## src/rtl/adc_rd_pkg.sv

```systemverilog
package adc_rd_pkg;

    localparam int FRAME_W = 32;
    localparam int RES_W   = 24;
    localparam int SUB_W   = 4;
    localparam int BCNT_W  = $clog2(FRAME_W + 1);

    typedef enum logic [1:0] {
        ST_IDLE  = 2'd0,
        ST_WAIT  = 2'd1,
        ST_SHIFT = 2'd2
    } rd_state_e;

    // Field order follows the order bits leave the converter
    typedef struct packed {
        logic             eoc;
        logic             chan;
        logic             sign;
        logic             ext;
        logic [RES_W-1:0] data;
        logic [SUB_W-1:0] sub;
    } frame_t;

    typedef struct packed {
        logic over;
        logic under;
    } range_t;

    function automatic range_t classify(input frame_t f);
        range_t r;
        r.over  = f.ext &  f.sign;
        r.under = f.ext & ~f.sign;
        return r;
    endfunction

endpackage

```

## src/rtl/adc_rd_sck_gen.sv

```systemverilog
module adc_rd_sck_gen #(
    parameter int HALF = 4
) (
    input  logic clk,
    input  logic rst,
    input  logic run_i,
    output logic sck_o,
    output logic rise_o,
    output logic fall_o
);
    localparam int CW = (HALF > 1) ? $clog2(HALF) : 1;

    logic [CW-1:0] cnt;
    logic          sck_q;
    logic          tick;

    assign tick   = run_i && (cnt == CW'(HALF - 1));
    assign rise_o = tick && !sck_q;
    assign fall_o = tick &&  sck_q;
    assign sck_o  = sck_q;

    always_ff @(posedge clk) begin
        if (rst || !run_i) begin
            cnt   <= '0;
            sck_q <= 1'b0;
        end else if (tick) begin
            cnt   <= '0;
            sck_q <= ~sck_q;
        end else begin
            cnt   <= cnt + 1'b1;
        end
    end
endmodule

```

## src/rtl/adc_rd_shifter.sv

```systemverilog
module adc_rd_shifter #(
    parameter int W = 32
) (
    input  logic         clk,
    input  logic         rst,
    input  logic         clr_i,
    input  logic         shift_i,
    input  logic         din_i,
    output logic [W-1:0] word_o
);
    always_ff @(posedge clk) begin
        if (rst || clr_i) begin
            word_o <= '0;
        end else if (shift_i) begin
            word_o <= {word_o[W-2:0], din_i};
        end
    end
endmodule

```

## src/rtl/adc_frame_reader.sv

```systemverilog
module adc_frame_reader
    import adc_rd_pkg::*;
#(
    parameter int SCK_HALF       = 4,
    parameter int TIMEOUT_CYCLES = 1000000
) (
    input  logic             clk,
    input  logic             rst,
    input  logic             start,
    input  logic             sdo,
    output logic             cs_n,
    output logic             sck,
    output logic             busy,
    output logic             valid,
    output logic [RES_W-1:0] result,
    output logic [SUB_W-1:0] sub_lsb,
    output logic             channel,
    output logic             sign,
    output logic             ext_range,
    output logic             over_range,
    output logic             under_range,
    output logic             timeout
);
    localparam int TW = $clog2(TIMEOUT_CYCLES + 1);

    rd_state_e          state;
    logic [TW-1:0]      wait_cnt;
    logic [BCNT_W-1:0]  bit_cnt;
    logic               sck_rise;
    logic               sck_fall;
    logic [FRAME_W-1:0] word;
    frame_t             fr;
    range_t             rng;

    adc_rd_sck_gen #(.HALF(SCK_HALF)) u_sck (
        .clk    (clk),
        .rst    (rst),
        .run_i  (state == ST_SHIFT),
        .sck_o  (sck),
        .rise_o (sck_rise),
        .fall_o (sck_fall)
    );

    adc_rd_shifter #(.W(FRAME_W)) u_shift (
        .clk     (clk),
        .rst     (rst),
        .clr_i   (state == ST_WAIT),
        .shift_i (sck_rise),
        .din_i   (sdo),
        .word_o  (word)
    );

    assign fr   = frame_t'(word);
    assign rng  = classify(fr);
    assign busy = (state != ST_IDLE);

    always_ff @(posedge clk) begin
        if (rst) begin
            state       <= ST_IDLE;
            cs_n        <= 1'b1;
            valid       <= 1'b0;
            timeout     <= 1'b0;
            wait_cnt    <= '0;
            bit_cnt     <= '0;
            result      <= '0;
            sub_lsb     <= '0;
            channel     <= 1'b0;
            sign        <= 1'b0;
            ext_range   <= 1'b0;
            over_range  <= 1'b0;
            under_range <= 1'b0;
        end else begin
            valid <= 1'b0;
            unique case (state)
                ST_IDLE: begin
                    if (start) begin
                        state    <= ST_WAIT;
                        cs_n     <= 1'b0;
                        wait_cnt <= '0;
                        timeout  <= 1'b0;
                    end
                end
                ST_WAIT: begin
                    if (!sdo) begin
                        state   <= ST_SHIFT;
                        bit_cnt <= '0;
                    end else if (wait_cnt == TW'(TIMEOUT_CYCLES - 1)) begin
                        state   <= ST_IDLE;
                        cs_n    <= 1'b1;
                        timeout <= 1'b1;
                    end else begin
                        wait_cnt <= wait_cnt + 1'b1;
                    end
                end
                ST_SHIFT: begin
                    if (sck_rise) begin
                        bit_cnt <= bit_cnt + 1'b1;
                    end
                    if (sck_fall && bit_cnt == BCNT_W'(FRAME_W)) begin
                        state       <= ST_IDLE;
                        cs_n        <= 1'b1;
                        valid       <= 1'b1;
                        result      <= fr.data;
                        sub_lsb     <= fr.sub;
                        channel     <= fr.chan;
                        sign        <= fr.sign;
                        ext_range   <= fr.ext;
                        over_range  <= rng.over;
                        under_range <= rng.under;
                    end
                end
                default: state <= ST_IDLE;
            endcase
        end
    end
endmodule

```

## config.mk

```make
export PLATFORM = sky130hd
export DESIGN_NAME = adc_frame_reader
export DESIGN_NICKNAME = d
export VERILOG_FILES = /design/src/rtl/adc_rd_pkg.sv /design/src/rtl/adc_rd_sck_gen.sv /design/src/rtl/adc_rd_shifter.sv /design/src/rtl/adc_frame_reader.sv
export SDC_FILE = /design/constraint.sdc
export NUM_CORES = 1
export LEC_CHECK = 0
export CAP_MARGIN = 0
export CORE_UTILIZATION = 60
export DETAILED_ROUTE_END_ITERATION = 10
export PLACE_DENSITY_LB_ADDON = 0.2
export SLEW_MARGIN = 25
export SYNTH_ARGS = -nofsm -noshare
export SYNTH_HDL_FRONTEND = slang
export SYNTH_SLANG_ARGS = --single-unit
```

## constraint.sdc

```tcl
create_clock -name clk -period 6.1 [get_ports clk]
set_input_delay 0.61 -clock clk [delete_from_list [all_inputs] [get_ports clk]]
set_output_delay 0.61 -clock clk [all_outputs]
set_load 0.02 [all_outputs]
```

==> flow_summary.toml <==
[cts]
tritoncts.num_buffers = 9
clk_latency_ps = 360
cts-root-buf = "sky130_fd_sc_hd__clkbuf_8"
clock_sinks = 98
post_cts_setup_repair_buffer_count = 0
buffer_depth_of_the_longest_clock_path = 2
cts_resized = 0
cts_hold_buf = 0
clock_tree_from_tritoncts = "built"
clk_pin_slew_ps = 90
htree_levels = 3

[setup_path]
cp_data_required_time_ps = 6340
worst_setup_ep_type = "flop"
critPathMaxFanout = 19
worst-setup-path-type = "reg2reg"
worst_setup_path_start_kind = "flop"
timing.critical_path.arrival_ps = 2870

[layout]
nets = 537
core_occupancy_in_the_finished_layout = 0.727
final_cell_count_no_fill = 606
antenna_cells = 0
final_layout_size_suffix_gt1_frac = 0.0643
flow.area_growth_from_synthesis_pct = 16.0

[drt]
routed_wirelength_um = 7980
route.vias.total = 3372
drtIter0Drc = 175
via_per_inst = 5.56
antenna_violating_nets_post_route = 0
drt_pre_antenna_iters = 4
post_drt_wl_per_cell_um = 13.2
remaining_drc_errors = 0

[floorplan]
die-area_um2 = 7010
core-area_um2 = 6390
dieHeight_um = 83.7
placementRows = 29
floorplan.initialDensity = 0.627
top_level_ports = 42
fp.dieW_um = 83.7

[placement]
placed_cells_incl_taps = 590
hpwlAfterDp_um = 5290
gp_routability_congestion = 0.824
port_buffers = 41

[logic_synthesis]
synth_largest_type_area_fraction = 0.490
netlist.top_cell.by_area = "sky130_fd_sc_hd__dfxtp_1"
post_synth_main_area_contributors = "sky130_fd_sc_hd__dfxtp_1 49%, sky130_fd_sc_hd__nand2_1 14%, sky130_fd_sc_hd__a21oi_1 9.4%"
syn_nets = 510
ys_async_sr_fraction = 0
postSynthRegisterBits = 98
synth_top_cells_by_count = "153 x sky130_fd_sc_hd__nand2_1, 98 x sky130_fd_sc_hd__dfxtp_1, 75 x sky130_fd_sc_hd__a21oi_1"
synthFlopType = "sky130_fd_sc_hd__dfxtp_1"
synth.cell_area_um2 = 4010
yosys_warnings = 0
post_synth_inst_count = 497
ys_types = 47
yosys.cell_count.top_type = "sky130_fd_sc_hd__nand2_1"
synth.yosys.seq_area_share = 0.490
synth_enable_flop_cells = 0
syn-mean-instance-area_um2 = 8.06

[outcome]
status = "finished, final reports clean"

[pwr]
netSwitchingFraction = 0.250
switch_pwr_mw = 0.314
power_per_cell_area_nw_per_um2 = 270
share_comb_of_total_power = 0.099
pwr-share-seq = 0.520
portion_of_total_power_attributed_to_the_clock_network = 0.381
peakVddDrop_mv = 0.219
fin_total_pwr_mw = 1.25
internal_power_mw = 0.941
power.leakage_nw = 1.50

[global_routing]
number_of_antenna_violations_at_the_first_check_in_global_routing = 0
first_global_vias = 3096
gr-total-overflow = 0
grt_pass1_wl_um = 13300
pin_count_of_the_biggest_net_entering_global_routing = 45
grt_util_all_layers = 0.231

[timing]
final_max_slew_viol_count = 0
final_number_of_hold_violating_endpoints = 0
period_share = 0.431
timing.max_slew.rel_slack = 0.481
clock.fmax_ghz = 0.381
setup_viol_count_final = 0
final.setup.tns_ps = 0
rsz_0062_raised_after_global_routing = "no"
max_slew.worst_pin.slew_ps = 776
fin_hold_ws_ps = 433
worst_clock_skew_ps = 8.29
final.min_clock_period_ps = 2630

[hold_path]
type_of_the_tightest_min_delay_check = "reg2reg"

[job]
drv_cap = 0
-- layout by cell type (no fill, tap or decap), types with 3 or more instances in the layout --
master                            instances
sky130_fd_sc_hd__nand2_1                152
sky130_fd_sc_hd__nand4_1                 10
sky130_fd_sc_hd__nor2_1                  24
sky130_fd_sc_hd__or3_1                    5
sky130_fd_sc_hd__a31oi_1                  4
sky130_fd_sc_hd__nand3b_1                 3
sky130_fd_sc_hd__o21ai_0                 10
sky130_fd_sc_hd__a21oi_1                 75
sky130_fd_sc_hd__inv_1                   10
sky130_fd_sc_hd__xor2_1                   4
sky130_fd_sc_hd__xnor2_1                 10
sky130_fd_sc_hd__nor3_1                   6
sky130_fd_sc_hd__nor4_1                   3
sky130_fd_sc_hd__clkdlybuf4s50_1         41
sky130_fd_sc_hd__dfxtp_1                 98
sky130_fd_sc_hd__or2_2                    3
sky130_fd_sc_hd__mux2i_1                  3
sky130_fd_sc_hd__nand3_1                  9
sky130_fd_sc_hd__ha_1                     9
sky130_fd_sc_hd__clkbuf_8                11
sky130_fd_sc_hd__or4_1                    3
-- final timing paths --
path,slack [ps],depth (start not counted),endpoint,start
worst max register to register,3470,7,bit_cnt[5],state[0]
worst max-delay path,3470,7,bit_cnt[5],state[0]
worst min-delay path,430,1,u_sck.cnt[0],u_sck.cnt[0]
worst min register to register,430,1,u_sck.cnt[0],u_sck.cnt[0]
-- stage by stage --
step	setup WS [ps]	instance area, µm²
after floorplan	4060	4010
after global placement	3190	4390
after detailed placement	3140	4410
after CTS	3470	4640
after global routing	3220	4650
final	3470	4650
-- power by group through the flow --
| stage | logic (mW) | registers (mW) | clock network (mW) |
|---|---|---|---|
| floorplan | 0.0934 | 0.669 | 0 |
| global placement | 0.118 | 0.667 | 0 |
| detailed placement | 0.121 | 0.668 | 0 |
| CTS | 0.122 | 0.653 | 0.485 |
| global route | 0.137 | 0.654 | 0.509 |
| finish | 0.124 | 0.652 | 0.479 |
-- per-layer routing --
metal,track usage,wire [µm]
met4,0.0832,114
met3,0.0386,278
met1,0.287,3660
met5,0,0
met2,0.403,3930
-- flip-flops by register name (all words and copies together) (netlist names) --
signal	flops
bit_cnt	6
channel	1
cs_n	1
ext_range	1
over_range	1
result	24
sign	1
state	2
sub_lsb	4
timeout	1
u_sck.cnt	2
u_sck.sck_o	1
u_shift.word_o	31
under_range	1
valid	1
wait_cnt	20
-- area by class of cell --
| cell class | count | area [µm²] |
|---|---|---|
| clock buffers | 11 | 151 |
| well taps | 77 | 96.3 |
| flip-flops and latches | 98 | 1960 |
| multi-input cells | 361 | 1880 |
| fillers | 508 | 1740 |
| repair buffers | 44 | 437 |
| clock inverters | 5 | 82.6 |
| inverters | 10 | 37.5 |
-- critical path: stages, from the launching register on --
cell	delay, ps
sky130_fd_sc_hd__dfxtp_1	350
sky130_fd_sc_hd__inv_1	100
sky130_fd_sc_hd__ha_1	310
sky130_fd_sc_hd__nand3b_1	580
sky130_fd_sc_hd__a21boi_0	760
sky130_fd_sc_hd__nand4_1	200
sky130_fd_sc_hd__xor2_1	170
sky130_fd_sc_hd__nor2_1	50
-- logic make-up (layout without fill, tap and decap cells) --
kind of cell             count (synthesis)  after routing  synth area share
AND/OR/NAND/NOR                        236            236             0.265
XOR/XNOR                                14             14            0.0306
multiplexers                             5              5            0.0131
adder cells (fa/ha/maj)                  9              9            0.0281
buffers and inverters                   38             70            0.0453
flip-flops                              98             98             0.490
AO/OA/AOI/OAI                           97             97             0.128
(Power assumes the default switching activity.)
